--- config.mk ---
export PLATFORM = sky130hd
export DESIGN_NAME = tbit_poller
export DESIGN_NICKNAME = d
export VERILOG_FILES = /design/src/rtl/tbp_pkg.sv /design/src/rtl/tbp_bus_port.sv /design/src/rtl/tbp_poll_cnt.sv /design/src/rtl/tbp_seq.sv /design/src/rtl/tbit_poller.sv
export SDC_FILE = /design/constraint.sdc
export NUM_CORES = 1
export LEC_CHECK = 0
export ABC_AREA = 1
export CAP_MARGIN = 40
export CORE_MARGIN = 1.5
export CORE_UTILIZATION = 42
export CTS_BUF_LIST = sky130_fd_sc_hd__clkbuf_16
export DETAILED_ROUTE_END_ITERATION = 12
export GPL_ROUTABILITY_DRIVEN = 0
export PLACE_DENSITY = 0.78
export SLEW_MARGIN = 25
export SYNTH_ARGS = -nofsm -noshare
export SYNTH_HDL_FRONTEND = slang
export SYNTH_SLANG_ARGS = --single-unit
--- constraint.sdc ---
create_clock -name clk -period 3 [get_ports clk]
set_input_delay 0.3 -clock clk [delete_from_list [all_inputs] [get_ports clk]]
set_output_delay 0.3 -clock clk [all_outputs]
set_load 0.05 [all_outputs]
--- src/rtl/tbp_pkg.sv ---
// Shared types and constants for the toggle-bit status poller.
// Assumes commands travel on the low 16 data lanes.
package tbp_pkg;

    // Sequencer control states
    typedef enum logic [1:0] {
        ST_IDLE  = 2'd0,
        ST_ISSUE = 2'd1,
        ST_WAIT  = 2'd2,
        ST_SUSP  = 2'd3
    } seq_state_t;

    // Which bus transfer the sequencer is working on
    typedef enum logic [2:0] {
        STEP_PA  = 3'd0,   // first read of a polling pair
        STEP_PB  = 3'd1,   // second read of a polling pair
        STEP_CA  = 3'd2,   // first read of the confirming pair
        STEP_CB  = 3'd3,   // second read of the confirming pair
        STEP_RST = 3'd4    // reset-command write
    } seq_step_t;

    // Command that returns the flash to array-read mode
    localparam logic [15:0] RESET_CMD = 16'h00F0;

endpackage

--- src/rtl/tbp_bus_port.sv ---
// Request/acknowledge bus master for single transfers.
// A one-cycle 'go' opens a transfer. The request and its attributes are held
// until 'mem_ack'. One cycle after the acknowledge, 'fin' pulses and the two
// status bits of the read word are presented.
// Assumes that 'go' only arrives while no transfer is open.
module tbp_bus_port #(
    parameter int ADDR_W  = 20,
    parameter int DATA_W  = 16,
    parameter int TOG_BIT = 6,
    parameter int TMO_BIT = 5
) (
    input  logic              clk,
    input  logic              rst_n,
    input  logic              go,
    input  logic              go_we,
    input  logic [ADDR_W-1:0] go_addr,
    input  logic [DATA_W-1:0] go_wdata,
    input  logic              mem_ack,
    input  logic [DATA_W-1:0] mem_rdata,
    output logic              mem_req,
    output logic              mem_we,
    output logic [ADDR_W-1:0] mem_addr,
    output logic [DATA_W-1:0] mem_wdata,
    output logic              fin,
    output logic              fin_tog,
    output logic              fin_tmo
);

    // Open, hold and close one transfer; capture only the status bits
    always_ff @(posedge clk) begin
        if (!rst_n) begin
            mem_req   <= 1'b0;
            mem_we    <= 1'b0;
            mem_addr  <= '0;
            mem_wdata <= '0;
            fin       <= 1'b0;
            fin_tog   <= 1'b0;
            fin_tmo   <= 1'b0;
        end else begin
            fin <= 1'b0;
            if (mem_req) begin
                if (mem_ack) begin
                    mem_req <= 1'b0;
                    fin     <= 1'b1;
                    fin_tog <= mem_rdata[TOG_BIT];
                    fin_tmo <= mem_rdata[TMO_BIT];
                end
            end else if (go) begin
                mem_req   <= 1'b1;
                mem_we    <= go_we;
                mem_addr  <= go_addr;
                mem_wdata <= go_wdata;
            end
        end
    end

endmodule

--- src/rtl/tbp_poll_cnt.sv ---
// Counts polling pairs that toggled with the timeout flag clear.
// 'last' is high when the pair now being decided is the final allowed pair.
// A limit of 0 behaves like a limit of 1.
module tbp_poll_cnt #(
    parameter int CNT_W = 8
) (
    input  logic             clk,
    input  logic             rst_n,
    input  logic             clr,
    input  logic             inc,
    input  logic [CNT_W-1:0] limit,
    output logic             last
);

    localparam int EXT_W = CNT_W + 1;

    logic [CNT_W-1:0] count;
    logic [EXT_W-1:0] next_num;

    // Number of the pair being decided, widened so that it cannot wrap
    always_comb next_num = {1'b0, count} + EXT_W'(1);

    // Last allowed pair once the pair number reaches the limit
    always_comb last = (next_num >= {1'b0, limit});

    // Pair counter: cleared on each fresh start or resume
    always_ff @(posedge clk) begin
        if (!rst_n || clr) begin
            count <= '0;
        end else if (inc) begin
            count <= count + CNT_W'(1);
        end
    end

endmodule

--- src/rtl/tbp_seq.sv ---
// Decision sequencer for toggle-bit polling.
// Walks the polling pair, the confirming pair and the reset write.
// It honours yield requests only before first-pair reads, and it produces
// the busy/suspended levels and the done/fail pulses.
// Assumes that the bus port signals 'fin' exactly once per 'go'.
module tbp_seq
    import tbp_pkg::*;
#(
    parameter int DATA_W = 16
) (
    input  logic              clk,
    input  logic              rst_n,
    input  logic              start,
    input  logic              yield_req,
    input  logic              resume,
    input  logic              fin,
    input  logic              fin_tog,
    input  logic              fin_tmo,
    input  logic              last_pair,
    output logic              go,
    output logic              go_we,
    output logic [DATA_W-1:0] go_wdata,
    output logic              cnt_clr,
    output logic              cnt_inc,
    output logic              busy,
    output logic              suspended,
    output logic              done,
    output logic              fail
);

    seq_state_t state;
    seq_step_t  step;
    logic       tog_prev;
    logic       first_pair;
    logic       may_yield;
    logic       toggled;

    // The first pair can be abandoned; the confirming pair and the write cannot
    always_comb first_pair = (step == STEP_PA) || (step == STEP_PB);
    always_comb may_yield  = first_pair && yield_req;

    // Toggle comparison between the stored read and the read just finished
    always_comb toggled = (fin_tog != tog_prev);

    // Issue a transfer in ISSUE unless the bus is being handed back
    always_comb go    = (state == ST_ISSUE) && !may_yield;
    always_comb go_we = (step == STEP_RST);

    // Only the reset write carries data
    always_comb go_wdata = (step == STEP_RST) ? DATA_W'(RESET_CMD) : '0;

    // Pair count control
    always_comb cnt_clr = ((state == ST_IDLE) && start) || ((state == ST_SUSP) && resume);
    always_comb cnt_inc = (state == ST_WAIT) && fin && (step == STEP_PB)
                          && toggled && !fin_tmo && !last_pair;

    // Status levels follow the control state
    always_comb busy      = (state != ST_IDLE);
    always_comb suspended = (state == ST_SUSP);

    // Main control: state, step, stored toggle value and result pulses
    always_ff @(posedge clk) begin
        if (!rst_n) begin
            state    <= ST_IDLE;
            step     <= STEP_PA;
            tog_prev <= 1'b0;
            done     <= 1'b0;
            fail     <= 1'b0;
        end else begin
            done <= 1'b0;
            fail <= 1'b0;
            case (state)
                ST_IDLE: begin
                    if (start) begin
                        state <= ST_ISSUE;
                        step  <= STEP_PA;
                    end
                end
                ST_ISSUE: begin
                    state <= may_yield ? ST_SUSP : ST_WAIT;
                end
                ST_WAIT: begin
                    if (fin) begin
                        state <= ST_ISSUE;
                        case (step)
                            STEP_PA: begin
                                tog_prev <= fin_tog;
                                step     <= STEP_PB;
                            end
                            STEP_PB: begin
                                if (!toggled) begin
                                    state <= ST_IDLE;
                                    done  <= 1'b1;
                                end else if (fin_tmo) begin
                                    step <= STEP_CA;
                                end else if (last_pair) begin
                                    step <= STEP_RST;
                                end else begin
                                    step <= STEP_PA;
                                end
                            end
                            STEP_CA: begin
                                tog_prev <= fin_tog;
                                step     <= STEP_CB;
                            end
                            STEP_CB: begin
                                if (!toggled) begin
                                    state <= ST_IDLE;
                                    done  <= 1'b1;
                                end else begin
                                    step <= STEP_RST;
                                end
                            end
                            default: begin
                                state <= ST_IDLE;
                                fail  <= 1'b1;
                            end
                        endcase
                    end
                end
                default: begin
                    if (resume) begin
                        state <= ST_ISSUE;
                        step  <= STEP_PA;
                    end
                end
            endcase
        end
    end

endmodule

--- src/rtl/tbit_poller.sv ---
// Top of the toggle-bit status poller.
// Joins the decision sequencer, the pair-limit counter and the bus master.
// Assumes that 'status_addr' and 'max_polls' stay fixed while busy.
module tbit_poller #(
    parameter int ADDR_W  = 20,
    parameter int DATA_W  = 16,
    parameter int CNT_W   = 8,
    parameter int TOG_BIT = 6,
    parameter int TMO_BIT = 5
) (
    input  logic              clk,
    input  logic              rst_n,
    input  logic              start,
    input  logic              yield_req,
    input  logic              resume,
    input  logic [ADDR_W-1:0] status_addr,
    input  logic [CNT_W-1:0]  max_polls,
    output logic              mem_req,
    output logic              mem_we,
    output logic [ADDR_W-1:0] mem_addr,
    output logic [DATA_W-1:0] mem_wdata,
    input  logic              mem_ack,
    input  logic [DATA_W-1:0] mem_rdata,
    output logic              busy,
    output logic              suspended,
    output logic              done,
    output logic              fail
);

    logic              go;
    logic              go_we;
    logic [DATA_W-1:0] go_wdata;
    logic              fin;
    logic              fin_tog;
    logic              fin_tmo;
    logic              cnt_clr;
    logic              cnt_inc;
    logic              last_pair;

    tbp_seq #(.DATA_W(DATA_W)) u_seq (
        .clk       (clk),
        .rst_n     (rst_n),
        .start     (start),
        .yield_req (yield_req),
        .resume    (resume),
        .fin       (fin),
        .fin_tog   (fin_tog),
        .fin_tmo   (fin_tmo),
        .last_pair (last_pair),
        .go        (go),
        .go_we     (go_we),
        .go_wdata  (go_wdata),
        .cnt_clr   (cnt_clr),
        .cnt_inc   (cnt_inc),
        .busy      (busy),
        .suspended (suspended),
        .done      (done),
        .fail      (fail)
    );

    tbp_poll_cnt #(.CNT_W(CNT_W)) u_cnt (
        .clk   (clk),
        .rst_n (rst_n),
        .clr   (cnt_clr),
        .inc   (cnt_inc),
        .limit (max_polls),
        .last  (last_pair)
    );

    tbp_bus_port #(
        .ADDR_W  (ADDR_W),
        .DATA_W  (DATA_W),
        .TOG_BIT (TOG_BIT),
        .TMO_BIT (TMO_BIT)
    ) u_bus (
        .clk       (clk),
        .rst_n     (rst_n),
        .go        (go),
        .go_we     (go_we),
        .go_addr   (status_addr),
        .go_wdata  (go_wdata),
        .mem_ack   (mem_ack),
        .mem_rdata (mem_rdata),
        .mem_req   (mem_req),
        .mem_we    (mem_we),
        .mem_addr  (mem_addr),
        .mem_wdata (mem_wdata),
        .fin       (fin),
        .fin_tog   (fin_tog),
        .fin_tmo   (fin_tmo)
    );

endmodule

==> impl_results.md <==
* Port Buffer Count at between 60 and 70
* Vias in the first global route at roughly 1800
* DP Cell Count at 408
* HP Class: flip-flop to flip-flop
* Setup repair after global routing missed its margin: no
* Gr usage total at 0.1730
* Post-CTS Repair Setup Buffers at 0
* Max Root-Sink Buffers at 2
* Tightest Pin Transition at 0.5361 ns
* Wire per inst at 10.32 um
* Crit-path cells: ha_1 -> nand3_1 -> nor3_1 -> xor2_1 -> ha_1 -> nand2_1 -> inv_1 -> nand2_1 -> nand2_1 -> nand2_1 -> nand3_2 -> o21ai_0 -> a21oi_1
* Die Area at 5451 um^2
* Later-pin clock latency in the skew report at 0.28 ns
* Antenna fix cells at 0
* Critical path's slowest cell: dfxtp_1
* Netlist cell types at 25
* Htree depth at 2
* Drc violations at 0
* Detailed Place HPWL at roughly 3.2 mm
* Pwr dens at 720.8 nW/um^2
* Syn_area_per_cell at 7.367 um^2
* IO Pins at 92
* Footprint of the multi-input gates at 959.7 um^2
* 1st-pass router iterations at 4
* Post-DP Area at 2744 um^2
* Worst Clk Skew at 0.003698 ns
* Synth-to-layout area growth at 36.70%
* Leak at 1.264 nW
* GR Overflow Total at 0
* Most frequent CP cell: nand2_1
* Die Span Y at 73.83 um
* Clock transition at path regs at 0.06 ns
* Global-route wire length before repair at approximately 7.2 mm
* CP peak stage delay at about 0.38 ns
* Final Hold Fails at 0
* Critical path type: flip-flop to flip-flop
* Warning count from the yosys run at 0
* Final Cycle Share at 0.8119
* Antenna viol nets, final at 0
* Status: finished clean
* Crit path max-delay family: simple AND/OR/NAND/NOR gates
* Rel. slew slack at 0.6414
* Synth Cell Area at 2107 um^2
* Post-cts gate resize count at 0
* Post-route cell area at slightly below 3000 um^2
* CP Capture Type: flip-flop
* CORE AREA at 4786 um^2
* Max IR drop VDD at 449.6 uV
* Initial core utilization at 0.4403
* Share of layout cells above drive strength 1 at 0.03725
* Number of cell rows at 25
* Cells after Synth at 286
* Pin count of the biggest net entering global routing at 43
* Yosys reg bits at a little over 40
* CTS Root Cell: clkbuf_16
* Nets at 411
* Final setup vio count at 0
* CP Launch Type: flip-flop
* Setup TNS at 0 ns
* TritonCTS clock tree: built
* Max Slew Vio Count at 0
* WP data required at about 3.2 ns
* Vias at approximately 1900
* Initial antenna violation count at 0
* Register area share after synthesis at 0.3895
* Maximum clock rate at 410.6 MHz
* Post-CTS Hold Buffers at 0
* Clk sinks at 41
* Final WL at between 4 and 5 mm
* Min Tclk post-route at 2.436 ns
* Total chip power at ~2.1 mW
* Post-route insts no fill at approximately 420
* DIE WIDTH at 73.83 um
* Filler cell count at ~440
* MaxCap Viol Count at 0
* 1st-iter DRT viols at 80
* Buffers and inverters on the worst path at 1
* Cts bufs inserted at 5
* FF+latch area at 820.8 um^2
* Arrival time at the worst endpoint at 2.60 ns
* Max FO, Critical Path at 16
* Vias per cell at between 4 and 5
[logic make-up after synthesis]
family	synth area share
buf+inv	0.1746
simple gates	0.1615
compound gates	0.1746
flops	0.3896
fa+ha+maj	0.07720
xor+xnor	0.02078
other cells	0.001780
[area by class of cell]
type | count | share of cell area
clock buffer | 5 | 0.04344
clock inverter | 3 | 0.003910
inverter | 57 | 0.07428
multi-input combinational | 176 | 0.3332
sequential | 41 | 0.2850
tap | 67 | 0.02911
timing repair buffer | 67 | 0.2311
[path summary, 6_finish.rpt]
path | from | endpoint | slack [ns] | cells past startpoint
worst max register to register | u_cnt.count[0] | u_cnt.count[0] | 0.56 | 13
worst min-delay path | u_bus.mem_addr[7] | u_bus.mem_addr[7] | 0.44 | 2
worst min register to register | u_bus.mem_addr[7] | u_bus.mem_addr[7] | 0.44 | 2
worst max-delay path | u_cnt.count[0] | u_cnt.count[0] | 0.56 | 13
[Yosys cell counts]
| cell type | n | area (um^2) |
|---|---|---|
| ha_1 | 13 | 162.7 |
| inv_2 | 1 | 3.750 |
| a22oi_1 | 2 | 15.01 |
| nor2_1 | 17 | 63.81 |
| buf_6 | 1 | 11.26 |
| o21ai_0 | 28 | 140.1 |
| nor3_2 | 1 | 10.01 |
| nor3_1 | 6 | 30.03 |
| nor4_1 | 1 | 6.260 |
| a31oi_1 | 2 | 12.51 |
| dfxtp_1 | 41 | 820.8 |
| conb_1 | 1 | 3.750 |
| a221oi_4 | 1 | 26.28 |
| nand3_1 | 10 | 50.05 |
| a21oi_1 | 30 | 150.1 |
| nand2_1 | 42 | 157.7 |
| inv_1 | 56 | 210.2 |
| nor2_2 | 2 | 12.51 |
| o221ai_1 | 1 | 8.760 |
| nand3_2 | 1 | 10.01 |
| a211oi_1 | 2 | 15.01 |
| xnor2_1 | 1 | 8.760 |
| buf_4 | 16 | 120.1 |
| clkbuf_1 | 6 | 22.52 |
| xor2_1 | 4 | 35.03 |
[registers in the layout, indices dropped and copies added, names as in the netlist, 2 cells and up]
register / cells
u_bus.mem_addr: 20
u_cnt.count: 8
u_seq.state: 2
u_seq.step: 3
[layout by cell type, fill, tap and decap left out, types with 2 or more instances in the layout]
cell type	count
a211oi_1	2
a21oi_1	30
a22oi_1	2
a31oi_1	2
buf_4	2
clkbuf_16	5
clkdlybuf4s50_1	65
conb_1	12
dfxtp_1	41
ha_1	13
inv_1	59
nand2_1	42
nand3_1	10
nor2_1	17
nor2_2	2
nor3_1	6
o21ai_0	28
xor2_1	4
[worst min-delay path, stage by stage (launching register included)]
cell	delay, ns
dfxtp_1	0.30
inv_1	0.05
a21oi_1	0.05
[report_power, final]
group	leakage (nW)	internal (mW)	switching, mW	total (mW)
Sequential	0.333	0.633	0.0515	0.684
Combinational	0.853	0.292	0.600	0.892
Clock	0.0776	0.299	0.201	0.499
[metal layers]
| metal | vias up | wire length (um) | global-route usage | part of all wire |
|---|---|---|---|---|
| li1 | 1006 | - | - | - |
| met1 | 817 | 1820 | 0.1958 | 0.42 |
| met2 | 57 | 2070 | 0.2873 | 0.48 |
| met3 | 9 | 320 | 0.05898 | 0.075 |
| met4 | 0 | 82 | 0.08848 | 0.019 |
| met5 | - | 0 | 0 | 0 |
[stage by stage]
stage          setup WS [ns]    util  hold slack [ns]
3_5_place_dp          0.5751  0.5733           0.4339
3_3_place_gp          0.6100  0.5733           0.4295
5_1_grt               0.2352  0.6018           0.4574
4_1_cts               0.5631  0.6018           0.4426
6_report              0.5644  0.6018           0.4421
2_1_floorplan         0.9294       -           0.4031
No activity file was read; power rests on OpenSTA's default activity.
